[config.mk]
export PLATFORM = sky130hd
export DESIGN_NAME = opnd_fwd_unit
export DESIGN_NICKNAME = d
export VERILOG_FILES = /design/src/rtl/opnd_fwd_pkg.sv /design/src/rtl/opnd_fwd_detect.sv /design/src/rtl/opnd_fwd_mux.sv /design/src/rtl/opnd_fwd_unit.sv
export SDC_FILE = /design/constraint.sdc
export NUM_CORES = 1
export LEC_CHECK = 0
export ABC_AREA = 1
export CORE_MARGIN = 3
export CORE_UTILIZATION = 34
export DETAILED_ROUTE_END_ITERATION = 8
export PLACE_DENSITY_LB_ADDON = 0.12
export SLEW_MARGIN = 15
export SYNTH_ARGS = -nofsm -noshare
export SYNTH_HDL_FRONTEND = slang
export SYNTH_HIERARCHICAL = 1
export SYNTH_SLANG_ARGS = --single-unit
[constraint.sdc]
create_clock -name vclk -period 4.8
set_input_delay 0.96 -clock vclk [all_inputs]
set_output_delay 0.96 -clock vclk [all_outputs]
set_load 0.005 [all_outputs]
[src/rtl/opnd_fwd_pkg.sv]
package opnd_fwd_pkg;

    // Operand source codes; the pipeline decodes these bit patterns
    typedef enum logic [1:0] {
        SEL_REGFILE  = 2'b00,
        SEL_WB_STAGE = 2'b01,
        SEL_EX_STAGE = 2'b10
    } opnd_sel_e;

endpackage

[src/rtl/opnd_fwd_detect.sv]
module opnd_fwd_detect
    import opnd_fwd_pkg::*;
#(
    parameter int IDX_W = 5
) (
    input  logic [IDX_W-1:0] src_idx,
    input  logic [IDX_W-1:0] ex_dst_idx,
    input  logic             ex_dst_we,
    input  logic [IDX_W-1:0] wb_dst_idx,
    input  logic             wb_dst_we,
    output opnd_sel_e        sel
);

    logic ex_hit;
    logic wb_hit;

    always_comb begin
        ex_hit = ex_dst_we && (ex_dst_idx != '0) && (ex_dst_idx == src_idx);
        wb_hit = wb_dst_we && (wb_dst_idx != '0) && (wb_dst_idx == src_idx);
    end

    // Newer result first
    always_comb begin
        if (ex_hit) begin
            sel = SEL_EX_STAGE;
        end else if (wb_hit) begin
            sel = SEL_WB_STAGE;
        end else begin
            sel = SEL_REGFILE;
        end
    end

    always_comb begin
        if (src_idx == '0) begin
            AST_ZERO_NEVER_FORWARDS: assert (sel == SEL_REGFILE) else $error("zero index forwarded");
        end
        if (!ex_dst_we && !wb_dst_we) begin
            AST_NO_WRITE_NO_FORWARD: assert (sel == SEL_REGFILE) else $error("forward without write");
        end
        if (!ex_dst_we) begin
            AST_EX_NEEDS_WRITE: assert (sel != SEL_EX_STAGE) else $error("ex path without write");
        end
    end

endmodule

[src/rtl/opnd_fwd_mux.sv]
module opnd_fwd_mux
    import opnd_fwd_pkg::*;
#(
    parameter int DATA_W = 32
) (
    input  logic [1:0]        sel,
    input  logic [DATA_W-1:0] rf_val,
    input  logic [DATA_W-1:0] ex_val,
    input  logic [DATA_W-1:0] wb_val,
    output logic [DATA_W-1:0] y
);

    always_comb begin
        case (sel)
            SEL_EX_STAGE: y = ex_val;
            SEL_WB_STAGE: y = wb_val;
            default:      y = rf_val;   // 00 and the unused 11
        endcase
    end

endmodule

[src/rtl/opnd_fwd_unit.sv]
module opnd_fwd_unit
    import opnd_fwd_pkg::*;
#(
    parameter int IDX_W  = 5,
    parameter int DATA_W = 32
) (
    input  logic [IDX_W-1:0]  src_a_idx,
    input  logic [IDX_W-1:0]  src_b_idx,
    input  logic [IDX_W-1:0]  ex_dst_idx,
    input  logic              ex_dst_we,
    input  logic [IDX_W-1:0]  wb_dst_idx,
    input  logic              wb_dst_we,
    input  logic [DATA_W-1:0] rf_rd_a,
    input  logic [DATA_W-1:0] rf_rd_b,
    input  logic [DATA_W-1:0] ex_result,
    input  logic [DATA_W-1:0] wb_value,
    output logic [1:0]        sel_a,
    output logic [1:0]        sel_b,
    output logic [DATA_W-1:0] opnd_a,
    output logic [DATA_W-1:0] opnd_b
);

    localparam int NUM_OPND = 2;

    logic [IDX_W-1:0]  lane_src [NUM_OPND];
    logic [DATA_W-1:0] lane_rf  [NUM_OPND];
    opnd_sel_e         lane_sel [NUM_OPND];
    logic [DATA_W-1:0] lane_y   [NUM_OPND];

    assign lane_src[0] = src_a_idx;
    assign lane_src[1] = src_b_idx;
    assign lane_rf[0]  = rf_rd_a;
    assign lane_rf[1]  = rf_rd_b;

    for (genvar g = 0; g < NUM_OPND; g++) begin : g_lane
        opnd_fwd_detect #(
            .IDX_W (IDX_W)
        ) detect_i (
            .src_idx    (lane_src[g]),
            .ex_dst_idx (ex_dst_idx),
            .ex_dst_we  (ex_dst_we),
            .wb_dst_idx (wb_dst_idx),
            .wb_dst_we  (wb_dst_we),
            .sel        (lane_sel[g])
        );

        opnd_fwd_mux #(
            .DATA_W (DATA_W)
        ) mux_i (
            .sel    (lane_sel[g]),
            .rf_val (lane_rf[g]),
            .ex_val (ex_result),
            .wb_val (wb_value),
            .y      (lane_y[g])
        );

        // Decision from the detector against the word picked by the mux
        always_comb begin
            AST_SEL_NEVER_ELEVEN: assert (lane_sel[g] != 2'b11) else $error("illegal code");
            if (lane_sel[g] == SEL_EX_STAGE) begin
                AST_EX_PATH_DATA: assert (lane_y[g] == ex_result) else $error("ex data");
            end
            if (lane_sel[g] == SEL_WB_STAGE) begin
                AST_WB_PATH_DATA: assert (lane_y[g] == wb_value) else $error("wb data");
            end
            if (lane_sel[g] == SEL_REGFILE) begin
                AST_RF_PATH_DATA: assert (lane_y[g] == lane_rf[g]) else $error("rf data");
            end
            if (ex_dst_we && (ex_dst_idx != '0) && (ex_dst_idx == lane_src[g])
                && wb_dst_we && (wb_dst_idx == ex_dst_idx)) begin
                AST_EX_WINS_DOUBLE: assert (lane_y[g] == ex_result) else $error("priority");
            end
        end
    end

    assign sel_a  = lane_sel[0];
    assign sel_b  = lane_sel[1];
    assign opnd_a = lane_y[0];
    assign opnd_b = lane_y[1];

endmodule

Yosys cells after proc, flatten, opt, wreduce, memory -nomap -nowiden
Cells that the tools add are included.
Widths: inputs -> output; s select.
Word-level totals
  output and inout bits: 68
  register bits after elaboration: 0
Cells by class
  multiplexer cells: 6
  reductions and logical operators: 8
  equality and inequality tests: 8
Operators by type and width (number)
  $pmux 32 s2: 2
  $eq 5x5->1: 4
  $reduce_bool 5->1: 2
  $logic_and 1x1->1: 6
  $eq 2x1->1 const B: 2
  $eq 2x2->1 const B: 2
  $mux 2: 2
  $mux 1: 2

Logic depth before layout (Yosys ltp)
Gate-level depths: netlist of the first run.
  word-level depth: 7
  mapped depth: 14
  depth with buffers taken out: 13

Hierarchy
The synthesis of the first run kept the hierarchy.
Modules (own cells, without submodules)
  opnd_fwd_mux: area an instance 878.3 µm², cells an instance 210, instances 2
  opnd_fwd_detect: area an instance 221.5 µm², cells an instance 51, instances 2

Worst setup path after synthesis of the first run
OpenSTA, ideal clock, no wires.
  path kind: input to output
  start: input port wb_dst_idx[0]
  end: output port opnd_a[0]
  arrival time: 2.307 ns
  setup slack: 1.533 ns
  stages: 13
  required time: 3.840 ns
  cells stage by stage: inv_1 -> a21boi_0 -> nand2_1 -> nor2_1 -> nand3_1 -> nor2_1 -> inv_1 -> ha_1 -> buf_2 -> inv_2 -> buf_6 -> nand2_1 -> nand2_1
On the way
  cells in the longest elaborated chain, start to end: 7
Ends and longest elaborated chain
  start, declared: RTL line opnd_fwd_unit.sv:11  | input logic [IDX_W-1:0] wb_dst_idx,
  $reduce_bool 5->1: RTL line opnd_fwd_detect.sv:19  | wb_hit = wb_dst_we && (wb_dst_idx != '0) && (wb_dst_idx == src_idx);
  $logic_and 1x1->1: RTL line opnd_fwd_detect.sv:19
  $logic_and 1x1->1 *: RTL line opnd_fwd_detect.sv:19
  $mux 1 *: RTL line opnd_fwd_detect.sv:26  | end else if (wb_hit) begin
  $mux 2 *: RTL line opnd_fwd_detect.sv:24  | if (ex_hit) begin
  net sel_a[0]: RTL line opnd_fwd_unit.sv:17  | output logic [1:0] sel_a,
  $eq 2x1->1 / $eq 2x2->1 (equally long branches)
  $pmux 32 s2 *: RTL line opnd_fwd_mux.sv:14  | case (sel)
  end, declared: RTL line opnd_fwd_unit.sv:19  | output logic [DATA_W-1:0] opnd_a,
Mark *: on every way through the listed nets, which the timed path passes. The rest lies on a longest branch.

Worst setup path after layout of the first run
  start: input port ex_dst_idx[1]
  end: output port opnd_b[28]
On the way
  cells in the longest elaborated chain, start to end: 6
Ends and longest elaborated chain
  start, declared: RTL line opnd_fwd_unit.sv:9  | input logic [IDX_W-1:0] ex_dst_idx,
  $reduce_bool 5->1
  $logic_and 1x1->1: RTL line opnd_fwd_detect.sv:18  | ex_hit = ex_dst_we && (ex_dst_idx != '0) && (ex_dst_idx == src_idx);
  $logic_and 1x1->1 *
  $mux 2 *: RTL line opnd_fwd_detect.sv:24
  $eq 2x1->1 / $eq 2x2->1 (equally long branches)
  $pmux 32 s2 *: RTL line opnd_fwd_mux.sv:14
  end, declared: RTL line opnd_fwd_unit.sv:20  | output logic [DATA_W-1:0] opnd_b
Every way passes the cells marked *; elsewhere a longest branch is shown, timed or not.

==> flow_summary.yaml, run 1 <==
run_status:
  status: "completed"
placed_design:
  placed_area_um2: 4330
  pre_cts_slack_ns: 0.2545
  dp.cells: 802
  port_buffers: 218
  hpwl_mm: 8.426
  place.gp.congestion: 0.8755
global_route:
  grt_max_degree: 33
  grt_pass1_vias: 3483
  track_usage_pct: 25.97
  grt_first_pass_wirelength_mm: 16.17
  antenna_found_initial: 0
  gr-total-overflow: 0
synthesis:
  synth-compound-area-share_pct: 2.503
  synth.top_cells.by_count: "nand2_1, inv_1, buf_6"
  netlist.area_leader.share_pct: 72.01
  synth_top_family_by_area: "simple AND/OR/NAND/NOR gates"
  synth_fa_ha_area_share_pct: 2.275
  post_synth.cell_area_avg_um2: 4.214
  synth_xor_xnor_area_share_pct: 0.7964
  synthMuxAreaShare_pct: 0
  synthSimpleGateAreaFrac_pct: 77.59
  ys_seq_area_share_pct: 0
  synth_area_leaders: "nand2_1, buf_6, inv_1"
  synthCells: 522
  ys_warn_count: 6
  yosysMostFrequentCell: "nand2_1"
  synthesis.nets: 676
  syn_area_um2: 2200
  synth_top_cell_by_area: "nand2_1"
  yosys.cell_types.count: 15
critical_path:
  critPathTopFamily: "buffers and inverters"
  crit_path_max_fanout: 32
  crit_path_end_kind: "primary output"
  startpoint: "ex_dst_idx[1]"
  required_ns: 3.84
  criticalPathCategory: "in -> out"
  crit_buf_inv: 4
  cp.arrival_ns: 3.64
  crit_chain: "clkdlybuf4s50_1 > nor2_1 > nand3_1 > a21oi_1 > nor2_2 > nor2_1 > inv_1 > ha_1 > buf_4 > nand2_1 > nand2_1 > clkdlybuf4s50_1"
  crit_slowest_cell: "clkdlybuf4s50_1"
  cpPeakStageDelay_ns: 0.52
  crit_path_start_kind: "input port"
worst_hold_path:
  min_to: "opnd_a[28]"
  hold_path_depth: 4
  hold_start: "rf_rd_a[28]"
  hold_class: "in -> out"
route:
  vias: 3768
  wl_per_cell_um: 12.90
  drtPass1Iterations: 4
  dr.first_iter.drc_count: 142
  drt.antenna.violating_nets: 0
  avgViaCountPerCell: 4.698
  drc: 0
  routed_wl_mm: 10.35
pwr:
  p_leak_nw: 2.319
  peakVddDrop_v: 0.00004981
  powerDensity_nw_per_um2: 73.30
  total_power_mw: 0.3176
sta:
  worst_slack_ns: 0.1979
  fin_crit_sh_pct: 95.88
  min_period_ns: 4.602
  drv_slew: 0
  max_slew_margin_pct: 76.43
  fin_setup_tns_ns: 0
  fmax_mhz: 217.3
  rsz0062_at_grt: "no"
  finalHoldViolCount: 0
  whs_ns: 2.843
  worstMarginPinSlew_ns: 0.3535
  setup_violations: 0
flow_run:
  cap_violations: 0
floorplan:
  ioPinCount: 218
  dieWidth_um: 86.43
  die_y_um: 86.43
  die_area_um2: 7470
  start_util_pct: 36.08
  coreArea_um2: 6096
  num_rows: 28
cts:
  cts_setup_buffers: 0
  hold_buffers: 0
finish:
  fin_area_um2: 4333
  n_antenna_cell: 0
  layout.nets: 883
  layout.area.seq_um2: 0
  area_delta_synth_final_pct: 96.99
  final_layout_size_suffix_gt1_share_pct: 3.714
  fin_util_pct: 71.08
  nFlopsAndLatches: 0
  stdcell_count: 802
  clkbuf_count: 0
==> worst max path at each step <==
stage / to / slack (ns) / depth (start not counted)
after floorplan: opnd_a[0] / 1.53 / 13
after global placement: opnd_b[7] / 0.32 / 14
after detailed placement: opnd_b[12] / 0.25 / 15
after CTS: opnd_b[7] / 0.24 / 13
after global routing: opnd_b[23] / 0.02 / 13
final: opnd_b[28] / 0.20 / 12
==> worst min-delay path, delay by kind of cell <==
kind | cells | cell delay (ns)
AND/OR/NAND/NOR | 2 | 0.09
buffers and inverters | 2 | 0.82
==> layout by cell type, fill, tap and decap left out, drive strengths merged <==
master	count
nor2	16
clkdlybuf4s50	218
xor2	2
ha	4
a21boi	2
nand3	8
a21oi	2
o21ai	6
inv	30
buf	15
nand2	424
==> power breakdown <==
part / switching, mW / internal [mW] / total, mW
Sequential: 0 / 0 / 0
Clock: 0 / 0 / 0
Combinational: 0.113 / 0.204 / 0.318
Total: 0.113 / 0.204 / 0.318
==> what timing repair did <==
| item | CTS | global route |
|---|---|---|
| setup endpoints to repair | 0 | 2 |
| hold endpoints to repair | 0 | 0 |
| resized for setup | 0 | 1 |
==> kinds of logic after synthesis <==
| logic type | count (synthesis) |
|---|---|
| compound gates | 10 |
| simple gates | 448 |
| xor+xnor | 2 |
| buf+inv | 58 |
| fa+ha+maj | 4 |
==> final cells by class <==
type	instances	area (um2)
well taps	75	93.84
fillers	563	1763
multi-input cells	464	1829
repair buffers	233	2295
inverters	30	115.1
==> per-layer routing <==
layer | share of wire, % | track usage [%] | vias up
li1 | - | - | 1952
met1 | 38 | 30.63 | 1620
met2 | 50 | 48.75 | 177
met3 | 9.9 | 4.563 | 19
met4 | 2.1 | 5.099 | 0
met5 | 0 | 0 | -
No activity file was read; power rests on OpenSTA's default activity.
==> run 2, diff against run 1 <==
Settings changed: CAP_MARGIN from default to 20, CORE_ASPECT_RATIO from default to 0.8.
==> flow_summary.yaml, run 2 (synthesized netlist as in run 1, its figures left out) <==
pwr:
  p_leak_nw: 2.317
  power_frac_clock_pct: 0
  switchingPower_mw: 0.1130
  peakVddDrop_v: 0.00004321
  power_frac_seq_pct: 0
  sw_frac_of_total_pct: 35.58
  internal_power_mw: 0.2046
  total_power_mw: 0.3176
  powerDensity_nw_per_um2: 73.14
  pwr-share-comb_pct: 100.0
route:
  routed_wl_mm: 10.42
  dr.first_iter.drc_count: 113
  drt.antenna.violating_nets: 0
  drtPass1Iterations: 4
  avgViaCountPerCell: 4.677
  drc: 0
  vias: 3774
  wl_per_cell_um: 12.91
placed_design:
  place.gp.congestion: 0.8918
  port_buffers: 218
  hpwl_mm: 8.574
  pre_cts_slack_ns: 0.2550
  dp.cells: 807
  placed_area_um2: 4343
sta:
  worstMarginPinSlew_ns: 0.3708
  max_slew_margin_pct: 75.28
  rsz0062_at_grt: "no"
  min_period_ns: 4.528
  fin_crit_sh_pct: 94.34
  setup_violations: 0
  drv_slew: 0
  finalHoldViolCount: 0
  fmax_mhz: 220.8
  fin_setup_tns_ns: 0
  worst_slack_ns: 0.2717
critical_path:
  critPathTopFamily: "buffers and inverters"
  crit_path_max_fanout: 32
  startpoint: "ex_dst_idx[1]"
  crit_path_start_kind: "input port"
  cp.arrival_ns: 3.57
  required_ns: 3.84
  crit_buf_inv: 4
  criticalPathCategory: "in -> out"
  crit_chain: "clkdlybuf4s50_1 > nor2_1 > nand3_1 > a21oi_1 > nor2_2 > nor2_1 > inv_1 > ha_1 > buf_4 > nand2_1 > nand2_1 > clkdlybuf4s50_1"
  crit_slowest_cell: "clkdlybuf4s50_1"
  crit_path_end_kind: "primary output"
  cpPeakStageDelay_ns: 0.52
finish:
  stdcell_count: 807
  fin_area_um2: 4343
  n_antenna_cell: 0
  layout_commonest_cell: "nand2_1"
  final_layout_size_suffix_gt1_share_pct: 3.581
  area_delta_synth_final_pct: 97.44
  clkbuf_count: 0
  layout.nets: 882
  nFlopsAndLatches: 0
  layout.area.seq_um2: 0
  layout_common_cells: "nand2_1, clkdlybuf4s50_1, inv_1"
cts:
  cts_setup_buffers: 0
  hold_buffers: 0
  cts_resized: 0
flow_run:
  cap_violations: 0
global_route:
  grt_max_degree: 33
  gr-total-overflow: 0
  grt_pass1_vias: 3696
  grt_first_pass_wirelength_mm: 16.86
  track_usage_pct: 27.15
  antenna_found_initial: 0
run_status:
  status: "completed"
floorplan:
  start_util_pct: 36.06
  die_y_um: 77.94
  coreArea_um2: 6100
  num_rows: 25
  dieWidth_um: 95.93
  die_area_um2: 7476
  ioPinCount: 218
worst_hold_path:
  hold_start: "rf_rd_a[28]"
  hold_class: "in -> out"
==> run 2: cell count changes in the layout (fill, tap and decap cells not counted) <==
cell / change
inv_2: +1
inv_4: -1
buf_12: +1
buf_4: -2
==> run 2: path summary, 6_finish.rpt <==
path / endpoint / cells past startpoint / slack, ns
max: opnd_b[23] / 12 / 0.27
min: opnd_a[28] / 4 / 2.85
==> run 2: power groups by stage <==
stage / logic [mW] / registers, mW / clock network, mW
3_3_place_gp: 0.311 / 0 / 0
6_report: 0.318 / 0 / 0
4_1_cts: 0.319 / 0 / 0
5_1_grt: 0.348 / 0 / 0
3_5_place_dp: 0.317 / 0 / 0
2_1_floorplan: 0.0943 / 0 / 0
==> run 2: final cells by class <==
| class | count | area, um2 |
|---|---|---|
| repair buffers | 232 | 2300 |
| multi-input cells | 464 | 1829 |
| fillers | 560 | 1757 |
| inverters | 30 | 112.6 |
| well taps | 81 | 101.3 |
==> run 2: per-layer routing <==
layer / vias up / share of wire [%] / track usage, %
li1: 1947 / - / -
met1: 1638 / 38 / 30.98
met2: 165 / 50 / 50.80
met3: 24 / 9.9 / 5.523
met4: 0 / 2.3 / 6.108
met5: - / 0 / 0
==> run 2: through the flow <==
| step | hold slack (ns) | utilization (%) |
|---|---|---|
| final | 2.849 | 71.20 |
| after global placement | 2.848 | 71.20 |
| after global routing | 2.878 | 71.20 |
| after floorplan | 2.009 | - |
| after CTS | 2.854 | 71.20 |
| after detailed placement | 2.848 | 71.20 |
==> run 3, diff against run 2 <==
Clock period 4.8 ns to 5.7 ns, I/O delays scaled along.
==> flow_summary.yaml, run 3 (synthesized netlist as in run 1, its figures left out) <==
floorplan:
  ioPinCount: 218
  coreArea_um2: 6100
  die_y_um: 77.94
  start_util_pct: 36.06
  dieWidth_um: 95.93
  die_area_um2: 7476
  num_rows: 25
critical_path:
  critPathTopFamily: "buffers and inverters"
  crit_chain: "clkdlybuf4s50_1 > inv_1 > nand2_1 > nand2_1 > nor2_1 > nand3_1 > nor2_2 > nor2_1 > inv_1 > ha_1 > buf_12 > nand2_1 > nand2_1 > nand2_1 > nand2_1 > clkdlybuf4s50_1"
  crit_path_start_kind: "input port"
  criticalPathCategory: "in -> out"
  crit_buf_inv: 5
  crit_slowest_cell: "clkdlybuf4s50_1"
  cpMostUsedCell: "nand2_1"
  required_ns: 4.56
  crit_path_max_fanout: 20
  cpPeakStageDelay_ns: 0.57
  crit_path_end_kind: "primary output"
  cp.arrival_ns: 3.91
global_route:
  antenna_found_initial: 0
  grt_pass1_vias: 3494
  grt_first_pass_wirelength_mm: 16.13
  track_usage_pct: 25.87
  gr-total-overflow: 0
  grt_max_degree: 33
sta:
  max_slew_margin_pct: 61.88
  drv_slew: 0
  finalHoldViolCount: 0
  fin_setup_tns_ns: 0
  fmax_mhz: 198.2
  rsz0062_at_grt: "no"
  setup_violations: 0
  worstMarginPinSlew_ns: 0.5710
  fin_crit_sh_pct: 88.52
  min_period_ns: 5.046
  worst_slack_ns: 0.6543
placed_design:
  port_buffers: 218
  pre_cts_slack_ns: 0.6622
  hpwl_mm: 8.221
  placed_area_um2: 4303
  place.gp.congestion: 0.9631
route:
  avgViaCountPerCell: 4.601
  vias: 3681
  drtPass1Iterations: 7
  routed_wl_mm: 10.11
  drc: 0
  drt.antenna.violating_nets: 0
  dr.first_iter.drc_count: 115
  wl_per_cell_um: 12.64
finish:
  fillCellCount: 567
  layout_common_cells: "nand2_1, clkdlybuf4s50_1, inv_1"
  layout.area.seq_um2: 0
  area_delta_synth_final_pct: 95.62
  fin_area_um2: 4303
  clkbuf_count: 0
  final_layout_size_suffix_gt1_share_pct: 2.643
  layout_commonest_cell: "nand2_1"
  n_antenna_cell: 0
  layout.nets: 875
  nFlopsAndLatches: 0
cts:
  hold_buffers: 0
  cts_resized: 0
  cts_setup_buffers: 0
pwr:
  p_leak_nw: 2.283
  total_power_mw: 0.2638
  powerDensity_nw_per_um2: 61.31
  peakVddDrop_v: 0.00004286
worst_hold_path:
  hold_class: "in -> out"
  hold_path_depth: 4
  min_to: "opnd_a[24]"
  hold_start: "rf_rd_a[24]"
run_status:
  status: "completed"
flow_run:
  cap_violations: 0
run 3: cell count changes in the layout (fill, tap and decap cells not counted):
| cell | change |
|---|---|
| buf_12 | +1 |
| buf_4 | -8 |
run 3: how the worst max path moves through the flow:
stage	to	start	depth (start not counted)
2_1_floorplan	opnd_a[0]	wb_dst_idx[0]	13
3_3_place_gp	opnd_b[3]	ex_dst_idx[3]	16
3_5_place_dp	opnd_b[3]	ex_dst_idx[3]	16
4_1_cts	opnd_b[29]	ex_dst_idx[1]	16
5_1_grt	opnd_a[25]	ex_dst_idx[3]	16
6_report	opnd_b[9]	ex_dst_idx[3]	16
run 3: stage by stage:
step	cells	util, %	hold WS (ns)
floorplan	522	-	2.369
global placement	800	70.54	3.211
detailed placement	800	70.54	3.212
CTS	800	70.54	3.214
global route	800	70.54	3.238
finish	800	70.54	3.210
run 3: power breakdown:
part	switching [mW]	leakage, nW	internal [mW]
Combinational	0.0934	2.28	0.170
Clock	0	0	0
Sequential	0	0	0
Total	0.0934	2.28	0.170
run 3: cell type report:
cell class                 count  area (um2)  share of cell area (%)
multi-input combinational    464        1829                   42.51
inverter                      30       112.6                   2.617
timing repair buffer         225        2260                   52.52
tap                           81       101.3                   2.355
run 3: worst min-delay path: stages:
cell and delay, ns:
clkdlybuf4s50_1 0.39, nand2_1 0.06, nand2_1 0.05, clkdlybuf4s50_1 0.43
run 3: routing by layer:
layer / share of wire [%] / vias up / wire length, um / GRT usage, %
li1: - / 1933 / - / -
met4: 1.8 / 0 / 177 / 4.403
met3: 10 / 16 / 1041 / 5.136
met5: 0 / - / 0 / 0
met2: 49 / 166 / 4927 / 46.91
met1: 39 / 1566 / 3963 / 31.38
